`src/rtl/prot_region_pkg.sv`:
```
package prot_region_pkg;

   typedef enum logic [1:0] {
      ACC_READ  = 2'd0,
      ACC_WRITE = 2'd1,
      ACC_FETCH = 2'd2,
      ACC_RSVD  = 2'd3
   } acc_kind_e;

   localparam int GRAN_BITS  = 5;
   localparam int LIM_EN_BIT = 0;
   localparam int XN_BIT     = 0;
   localparam int AP_LSB     = 1;
   localparam int AP_MSB     = 2;

   typedef struct packed {
      logic rd;
      logic wr;
      logic ex;
   } rights_t;

   function automatic rights_t decode_rights(input logic [1:0] ap, input logic priv,
                                             input logic xn, input logic sys);
      rights_t r;
      r.rd = priv | ap[0];
      r.wr = r.rd & ~ap[1];
      r.ex = r.rd & ~xn & ~sys;
      return r;
   endfunction

   function automatic logic refuse(input rights_t r, input acc_kind_e k);
      logic f;
      case (k)
         ACC_WRITE: f = ~r.wr;
         ACC_FETCH: f = ~r.ex;
         default:   f = ~r.rd;
      endcase
      return f;
   endfunction

endpackage

```
`src/rtl/prot_region_store.sv`:
```
module prot_region_store #(
   parameter int NUM_REGIONS = 8,
   parameter int CFG_IDX_W   = 4,
   parameter int DATA_W      = 32
) (
   input  logic                              clk,
   input  logic                              rst_n,
   input  logic                              cfg_we,
   input  logic                              cfg_sel,
   input  logic                              cfg_sec,
   input  logic [CFG_IDX_W-1:0]              cfg_idx,
   input  logic [DATA_W-1:0]                 cfg_wdata,
   output logic [DATA_W-1:0]                 cfg_rdata,
   input  logic                              lk_sec,
   output logic [NUM_REGIONS-1:0][DATA_W-1:0] base_o,
   output logic [NUM_REGIONS-1:0][DATA_W-1:0] lim_o
);
   localparam int NBANK = 2;
   localparam logic [CFG_IDX_W:0] NREG = (CFG_IDX_W+1)'(NUM_REGIONS);

   logic [NBANK-1:0][NUM_REGIONS-1:0][DATA_W-1:0] base_q, lim_q;
   logic in_range;

   assign in_range = ({1'b0, cfg_idx} < NREG);

   always_ff @(posedge clk) begin
      if (!rst_n) begin
         base_q <= '0;
         lim_q  <= '0;
      end else if (cfg_we && in_range) begin
         for (int b = 0; b < NBANK; b++) begin
            for (int r = 0; r < NUM_REGIONS; r++) begin
               if (cfg_sec == 1'(b) && cfg_idx == CFG_IDX_W'(r)) begin
                  if (cfg_sel) lim_q[b][r]  <= cfg_wdata;
                  else         base_q[b][r] <= cfg_wdata;
               end
            end
         end
      end
   end

   always_comb begin
      cfg_rdata = '0;
      if (in_range) begin
         for (int r = 0; r < NUM_REGIONS; r++) begin
            if (cfg_idx == CFG_IDX_W'(r))
               cfg_rdata = cfg_sel ? lim_q[cfg_sec][r] : base_q[cfg_sec][r];
         end
      end
   end

   assign base_o = base_q[lk_sec];
   assign lim_o  = lim_q[lk_sec];

endmodule

```
`src/rtl/prot_region_match.sv`:
```
module prot_region_match
   import prot_region_pkg::*;
#(
   parameter int NUM_REGIONS = 8,
   parameter int DATA_W      = 32
) (
   input  logic [DATA_W-1:0]                  addr_i,
   input  logic [NUM_REGIONS-1:0][DATA_W-1:0] base_i,
   input  logic [NUM_REGIONS-1:0][DATA_W-1:0] lim_i,
   output logic [NUM_REGIONS-1:0]             hit_o
);
   for (genvar r = 0; r < NUM_REGIONS; r++) begin : g_win
      logic [DATA_W-1:0] lo, hi;
      assign lo = {base_i[r][DATA_W-1:GRAN_BITS], {GRAN_BITS{1'b0}}};
      assign hi = {lim_i[r][DATA_W-1:GRAN_BITS], {GRAN_BITS{1'b1}}};
      assign hit_o[r] = lim_i[r][LIM_EN_BIT] && (addr_i >= lo) && (addr_i <= hi);
   end

endmodule

```
`src/rtl/prot_region_resolve.sv`:
```
module prot_region_resolve
   import prot_region_pkg::*;
#(
   parameter int          NUM_REGIONS = 8,
   parameter int          RIDX_W      = 3,
   parameter int          DATA_W      = 32,
   parameter logic [31:0] SYS_BASE    = 32'hE000_0000
) (
   input  logic [NUM_REGIONS-1:0]             hit_i,
   input  logic [NUM_REGIONS-1:0][DATA_W-1:0] base_i,
   input  logic [DATA_W-1:0]                  addr_i,
   input  logic                               priv_i,
   input  logic [1:0]                         kind_i,
   output logic                               hit_o,
   output logic [RIDX_W-1:0]                  region_o,
   output rights_t                            rights_o,
   output logic                               fault_o,
   output logic                               bg_o
);
   logic [RIDX_W-1:0] sel;
   logic [DATA_W-1:0] sel_base;
   logic              sys;
   logic              multi, none;

   assign sys   = (addr_i >= DATA_W'(SYS_BASE));
   assign multi = ($countones(hit_i) > 1);
   assign none  = (hit_i == '0);

   always_comb begin
      sel = '0;
      for (int r = 0; r < NUM_REGIONS; r++)
         if (hit_i[r]) sel = RIDX_W'(r);
   end

   assign sel_base = base_i[sel];

   always_comb begin
      hit_o    = 1'b0;
      region_o = '0;
      bg_o     = 1'b0;
      rights_o = '0;
      if (multi) begin
         fault_o = 1'b1;
      end else if (!none) begin
         hit_o    = 1'b1;
         region_o = sel;
         rights_o = decode_rights(sel_base[AP_MSB:AP_LSB], priv_i, sel_base[XN_BIT], sys);
         fault_o  = refuse(rights_o, acc_kind_e'(kind_i));
      end else if (priv_i) begin
         bg_o     = 1'b1;
         rights_o = '{rd: 1'b1, wr: 1'b1, ex: ~sys};
         fault_o  = refuse(rights_o, acc_kind_e'(kind_i));
      end else begin
         fault_o = 1'b1;
      end
   end

endmodule

```
`src/rtl/prot_region_unit.sv`:
```
module prot_region_unit
   import prot_region_pkg::*;
#(
   parameter int          NUM_REGIONS = 8,
   parameter int          CFG_IDX_W   = 4,
   parameter logic [31:0] SYS_BASE    = 32'hE000_0000,
   localparam int         RIDX_W      = (NUM_REGIONS > 1) ? $clog2(NUM_REGIONS) : 1
) (
   input  logic                 clk,
   input  logic                 rst_n,
   input  logic                 cfg_we,
   input  logic                 cfg_sel,
   input  logic                 cfg_sec,
   input  logic [CFG_IDX_W-1:0] cfg_idx,
   input  logic [31:0]          cfg_wdata,
   output logic [31:0]          cfg_rdata,
   input  logic                 lk_valid,
   input  logic [31:0]          lk_addr,
   input  logic                 lk_sec,
   input  logic                 lk_priv,
   input  logic [1:0]           lk_type,
   output logic                 res_valid,
   output logic                 res_hit,
   output logic [RIDX_W-1:0]    res_region,
   output logic                 res_rd_ok,
   output logic                 res_wr_ok,
   output logic                 res_exec_ok,
   output logic                 res_fault,
   output logic                 res_bg,
   output logic                 flush_o
);
   localparam int DATA_W = 32;

   if (NUM_REGIONS < 1 || NUM_REGIONS > 64) begin : g_bad_count
      $error("NUM_REGIONS must lie in 1..64");
   end
   if (CFG_IDX_W < RIDX_W) begin : g_bad_idx
      $error("CFG_IDX_W too narrow for NUM_REGIONS");
   end

   logic [NUM_REGIONS-1:0][DATA_W-1:0] bank_base, bank_lim;
   logic [NUM_REGIONS-1:0]             hit_vec;
   logic                               c_hit, c_fault, c_bg;
   logic [RIDX_W-1:0]                  c_region;
   rights_t                            c_rights;

   prot_region_store #(
      .NUM_REGIONS(NUM_REGIONS), .CFG_IDX_W(CFG_IDX_W), .DATA_W(DATA_W)
   ) u_store (
      .clk(clk), .rst_n(rst_n), .cfg_we(cfg_we), .cfg_sel(cfg_sel),
      .cfg_sec(cfg_sec), .cfg_idx(cfg_idx), .cfg_wdata(cfg_wdata),
      .cfg_rdata(cfg_rdata), .lk_sec(lk_sec), .base_o(bank_base), .lim_o(bank_lim)
   );

   prot_region_match #(
      .NUM_REGIONS(NUM_REGIONS), .DATA_W(DATA_W)
   ) u_match (
      .addr_i(lk_addr), .base_i(bank_base), .lim_i(bank_lim), .hit_o(hit_vec)
   );

   prot_region_resolve #(
      .NUM_REGIONS(NUM_REGIONS), .RIDX_W(RIDX_W), .DATA_W(DATA_W), .SYS_BASE(SYS_BASE)
   ) u_resolve (
      .hit_i(hit_vec), .base_i(bank_base), .addr_i(lk_addr), .priv_i(lk_priv),
      .kind_i(lk_type), .hit_o(c_hit), .region_o(c_region), .rights_o(c_rights),
      .fault_o(c_fault), .bg_o(c_bg)
   );

   always_ff @(posedge clk) begin
      if (!rst_n) begin
         res_valid   <= 1'b0;
         flush_o     <= 1'b0;
         res_hit     <= 1'b0;
         res_region  <= '0;
         res_rd_ok   <= 1'b0;
         res_wr_ok   <= 1'b0;
         res_exec_ok <= 1'b0;
         res_fault   <= 1'b0;
         res_bg      <= 1'b0;
      end else begin
         res_valid <= lk_valid;
         flush_o   <= cfg_we;
         if (lk_valid) begin
            res_hit     <= c_hit;
            res_region  <= c_region;
            res_rd_ok   <= c_rights.rd;
            res_wr_ok   <= c_rights.wr;
            res_exec_ok <= c_rights.ex;
            res_fault   <= c_fault;
            res_bg      <= c_bg;
         end
      end
   end

endmodule

```
`config.mk`:
```
export PLATFORM = sky130hd
export DESIGN_NAME = prot_region_unit
export DESIGN_NICKNAME = d
export VERILOG_FILES = /design/src/rtl/prot_region_pkg.sv /design/src/rtl/prot_region_store.sv /design/src/rtl/prot_region_match.sv /design/src/rtl/prot_region_resolve.sv /design/src/rtl/prot_region_unit.sv
export SDC_FILE = /design/constraint.sdc
export NUM_CORES = 2
export LEC_CHECK = 0
export BUFFER_PORTS_ARGS = -buffer_cell sky130_fd_sc_hd__clkbuf_2
export CORE_MARGIN = 3
export CORE_UTILIZATION = 35
export DETAILED_ROUTE_END_ITERATION = 8
export PLACE_DENSITY_LB_ADDON = 0.3
export SLEW_MARGIN = 20
export SYNTH_ARGS = -nofsm -noshare
export SYNTH_HDL_FRONTEND = slang
export SYNTH_SLANG_ARGS = --single-unit
```
`constraint.sdc`:
```
create_clock -name clk -period 13.4 [get_ports clk]
set_input_delay 2.01 -clock clk [delete_from_list [all_inputs] [get_ports clk]]
set_output_delay 2.01 -clock clk [all_outputs]
set_load 0.02 [all_outputs]
```
Yosys cells after proc, flatten, opt, wreduce, memory -nomap -nowiden
Index checks and enable logic that the tools add are counted.
{"block": "word_totals", "wordCells": 207, "ff_bits": 1035}
{"block": "classes", "bitwise_logic": 12, "n_eq_ne": 9, "muxes": 49, "n_reduce_logical": 67, "add_sub_neg": 7, "magnitude_cmp": 22}
{"cell": "256-bit 2-to-1 mux", "count": 8}
{"cell": "32-bit 2-to-1 mux", "count": 17}
{"cell": "32-bit greater-or-equal comparator", "count": 8}
{"cell": "32-bit less-or-equal comparator", "count": 8}
{"cell": "32-bit adder", "count": 3}
{"cell": "32-bit binary-select mux with 3-bit select", "count": 1}
{"cell": "3-bit AND reduction", "count": 32}
{"cell": "3-bit 2-to-1 mux", "count": 12}
{"cell": "1-bit logical AND", "count": 33}
{"cell": "32-bit greater-or-equal comparator (second input constant)", "count": 1}
{"cell": "32-bit by 2-bit > comparator with 1-bit output (second input constant)", "count": 1}
{"cell": "4-bit by 3-bit == test with 1-bit output (second input constant)", "count": 4}
{"cell": "1-bit 2-to-1 mux", "count": 10}
{"cell": "1-bit by 1-bit adder with 2-bit output", "count": 4}
{"cell": "4-bit by 2-bit == test with 1-bit output (second input constant)", "count": 2}
{"cell": "8-bit zero test", "count": 1}
{"cell": "1-bit NOT", "count": 8}
{"cell": "4-bit by 1-bit == test with 1-bit output (second input constant)", "count": 1}
{"cell": "4-bit zero test", "count": 1}
{"cell": "1-bit by 2-bit less-than comparator with 1-bit output (second input constant)", "count": 2}
{"cell": "3-bit by 4-bit less-than comparator with 1-bit output (second input constant)", "count": 1}
{"cell": "4-bit less-than comparator (second input constant)", "count": 1}
{"cell": "1-bit AND", "count": 3}
{"cell": "2-bit by 1-bit == test with 1-bit output (second input constant)", "count": 1}
{"cell": "other kinds (3)", "count": 3}

Longest topological paths before layout
{"block": "depth", "word_depth": 21, "ltp_mapped": 35, "ltp_nobuf": 28}

Cells and area by module
A second synthesis with hierarchy kept.
{"block": "unflattened", "hier_cells": 7457, "area_unflattened_um2": 64147.8}
{"mod": "prot_region_store", "cells_per_inst": 5774, "seq_area_each_um2": 20499.7, "area_per_inst_um2": 51968.6, "n_inst": 1}
{"mod": "prot_region_match", "cells_per_inst": 1525, "seq_area_each_um2": 0.0, "area_per_inst_um2": 10959.3, "n_inst": 1}
{"mod": "prot_region_resolve", "cells_per_inst": 125, "seq_area_each_um2": 0.0, "area_per_inst_um2": 824.5, "n_inst": 1}
{"mod": "prot_region_unit", "cells_per_inst": 33, "seq_area_each_um2": 220.2, "area_per_inst_um2": 395.4, "n_inst": 1}

Least setup slack after synthesis
OpenSTA, ideal clock, no wires.
{"block": "synth_timing", "path_kind": "input to register", "start": "in lk_sec", "end": "reg res_fault", "setup_slack_ps": 4265, "path_buffers": 7, "arrival_time_ps": 9015, "t_required_ps": 13280, "stages": 35, "path_cell_list": "clkbuf_1 buf_1 buf_6 buf_6 clkbuf_1 clkbuf_1 buf_1 mux2i_1 ha_1 a21o_1 a21o_1 a21oi_1 nor2b_1 o21ai_0 o41ai_1 o21ai_0 nand2b_1 a21oi_1 o21ai_0 a221oi_1 a31o_2 o211a_1 ha_1 inv_1 fa_1 inv_1 fa_1 ha_1 inv_1 fa_1 and4b_1 nand2b_1 o41ai_1 a21oi_1 o31a_1"}
{"block": "synth_between", "elab_chain_cells": 21, "elab_cells_between_ends": 66, "cone_classes": "7 x add/sub; 17 x order compare; 16 x mux; 9 x bitwise; 17 x reduce/logical"}
{"element": "start: declaration", "line_no": "prot_region_unit.sv:19", "source": "input logic lk_sec,"}
{"element": "parallel branches: the longest is 20 deep, another holds 32-bit greater-or-equal comparator"}
{"element": "1-bit 2-to-1 mux *", "line_no": "prot_region_resolve.sv:42", "source": "if (multi) begin"}
{"element": "end signal: assignment", "line_no": "prot_region_unit.sv:89", "source": "res_fault <= c_fault;"}
{"element": "end: declaration", "line_no": "prot_region_unit.sv:28", "source": "output logic res_fault,"}
Every way passes the cells marked *. The select of a mux whose other input is x is not followed.
A chain may end at the register's enable or synchronous reset.

Worst setup path after layout
Same ends and word-level chain as after synthesis.

==> results.md <==
* Pleak at 22.97 nW
* Gate power share at 8.5%
* Async SR Flop Fraction at 0%
* Slew @ Worst Pin at 1244 ps
* Cell area after synthesis at 60,450 um2
* Vias in the first global route at 50,160
* Post-Synthesis Cells at 6,882
* Clock power frac at 48.4%
* Remaining DRCs at 0
* Max capacitance violation total at 0
* Crit path max-delay cell type: buf_4
* Placed cell area at 62,900 um2
* Die Span Y at 421.6 um
* Largest net degree at the start of global routing at 249
* Root buf cell: clkbuf_16
* DP HPWL at 151.1 mm
* Clock Tree Buf Depth at 3
* Io pins at 121
* Post-synthesis cell type count at 82
* Clock Latency Late Sink at 740 ps
* Per-cell routed wire length at 25.89 um
* Slew HR at 16.28%
* Core Box Area at 170,400 um2
* Max incr delay on CP at 800 ps
* FF+latch count, synth at 1,035
* Post-synth top cells: nand2_1, dfxtp_1, a21boi_0, clkbuf_1, ha_1
* Initial DRC Count at 5,288
* Die X at 421.6 um
* Worst setup EP type: flip-flop
* Req. time, crit path at 14,030 ps
* Post-route cell area at 67,130 um2
* Worst Clk Skew at 29.08 ps
* Count leader, synth: nand2_1
* Crit Path Class: input port to flip-flop
* Post-CTS sizing at 0
* Routed vias at 52,750
* Detail-routed via count per cell at 5.834
* Switching Share at 25.15%
* Hold buffers post-CTS at 0
* Crit start category: input port
* Area leader, netlist: dfxtp_1
* CP max FO at 92
* Routability cong. at 0.9663
* CP most frequent cell: inv_1
* First-pass GRT wire length at 342.8 mm
* CTS Sinks at 1,035
* Global route total overflow at 0
* I/O Buffers at 120
* RSZ-0062 raised after global routing: false
* Layout area overhead at 11.05%
* Setup TNS at 0 ps
* Final Setup Violations at 0
* CTS tree: done
* Number of synthesized flops with an enable pin at 0
* Starting density of the core at 35.47%
* Share of post-route cells with drive strength above 1 at 11.15%
* Die area at 177,700 um2
* CP arrival at 9540 ps
* Nets at 7,170
* PwrDens at 106.9 nW/um2
* Max Slew Vio Count at 0
* Net switching power at 0.001805 W
* Final WL at 234.1 mm
* CTS clock-pin slew for the worst setup and hold paths at 60 ps
* Ys Warns at 0
* Synth area leaders: dfxtp_1, nand2_1, a21boi_0, mux4_2, ha_1
* Internal power at 0.005372 W
* DR pass1 iterations at 6
* Prevailing post-synth register cell: dfxtp_1
* Max Fclk at 112.2 MHz
* Setup Buffers After CTS at 0
* Initial antenna violation count at 6
* ANT nets after route at 0
* Hold crit path type: flip-flop to flip-flop
* H-tree depth at 3
* Post-synthesis area per instance at 8.784 um2
* Fin crit period at 8909 ps
* Final worst-path cycle share at 66.49%
* Area share of the largest cell type after synthesis at 34.28%
* Hold Fails Final Rpt at 0
* Run status: complete, no violations
* Max VDD drop at 0.1051 mV
* Register area share after synthesis at 34.28%
* Sequential power share at 43.1%
* Num CTS Buffers at 116
* Gr usage total at 25.31%
* Row count at 151
* Post-Syn Nets at 7,407
sequential cells by signal, summed over array words and instances, names as in the netlist:
signal	flops
res_bg	1
res_wr_ok	1
res_rd_ok	1
res_hit	1
flush_o	1
res_fault	1
u_store.base_q	512
res_exec_ok	1
res_region	3
res_valid	1
u_store.lim_q	512
final cells by class:
cell class / instances / area (um2)
diodes: 4 / 10.01
clock buffers: 173 / 3521
clock inverters: 42 / 605.6
fillers: 16920 / 103300
inverters: 34 / 127.6
multi-input cells: 5260 / 37880
flip-flops and latches: 1035 / 20720
well taps: 2295 / 2872
repair buffers: 198 / 1394
cell families after synthesis:
family / after synthesis / share of synthesized area [%]
AO/OA/AOI/OAI: 1544 / 18.46
adder cells (fa/ha/maj): 447 / 9.301
buffers and inverters: 587 / 3.699
flip-flops: 1035 / 34.28
multiplexers: 713 / 17.23
AND/OR/NAND/NOR: 2556 / 17.04
stage by stage:
stage | total power [W] | hold WS, ps | std cells | util [%] | worst slack, ps
finish | 0.007176 | 461.7 | 9041 | 39.39 | 4491
global route | 0.007362 | 480.4 | 9038 | 39.39 | 4320
CTS | 0.007203 | 466.1 | 9034 | 39.33 | 4721
detailed placement | 0.003758 | 458.5 | 8819 | 36.91 | 3939
global placement | 0.003749 | 448.9 | 8817 | 36.88 | 3768
floorplan | 0.003539 | 440.2 | 6882 | - | 4265
worst paths after layout:
| path | endpoint | depth (start not counted) | start | slack [ps] |
|---|---|---|---|---|
| worst min register to register | u_store.lim_q[483]$_SDFFE_PN0P_ | 2 | u_store.lim_q[483]$_SDFFE_PN0P_ | 460 |
| worst max-delay path | res_fault$_SDFFE_PN0P_ | 25 | lk_sec | 4490 |
| worst max register to register | res_fault$_SDFFE_PN0P_ | 28 | u_store.lim_q[265]$_SDFFE_PN0P_ | 6710 |
| worst min-delay path | u_store.lim_q[483]$_SDFFE_PN0P_ | 2 | u_store.lim_q[483]$_SDFFE_PN0P_ | 460 |
critical path: cells and delay by family:
kind	cells	cell delay, ps
AOI/OAI and AO/OA	6	1450
adders and majority gates	6	1970
buffers and inverters	7	1980
muxes	1	230
and+or+nand+nor	5	1700
power by group through the flow:
stage | logic, W | registers (W) | clock network (W)
floorplan | 0.000381 | 0.00316 | 0
global placement | 0.000590 | 0.00316 | 0
detailed placement | 0.000598 | 0.00316 | 0
CTS | 0.000601 | 0.00309 | 0.00351
global route | 0.000650 | 0.00309 | 0.00362
finish | 0.000612 | 0.00309 | 0.00347
cell usage in the layout, fill, tap and decap left out, drive strengths merged, types with 37 or more instances in the layout:
master  count
clkbuf    289
o21ai      75
mux4      260
dfxtp    1035
inv        37
buf        82
a21o       40
nor2       95
a21oi     153
nand2    2173
a22oi     123
nand4     106
a21boi   1031
ha        443
nand3      55
mux2i     442
layer usage:
metal | part of all wire, % | up-vias | wire [um] | GRT usage (%)
li1 | - | 23760 | - | -
met1 | 42 | 26040 | 97770 | 33.93
met2 | 44 | 2460 | 103200 | 39.13
met3 | 8.3 | 492 | 19430 | 4.178
met4 | 5.8 | 2 | 13620 | 13.23
met5 | 0.0047 | - | 11 | 0
(Power assumes the default switching activity.)
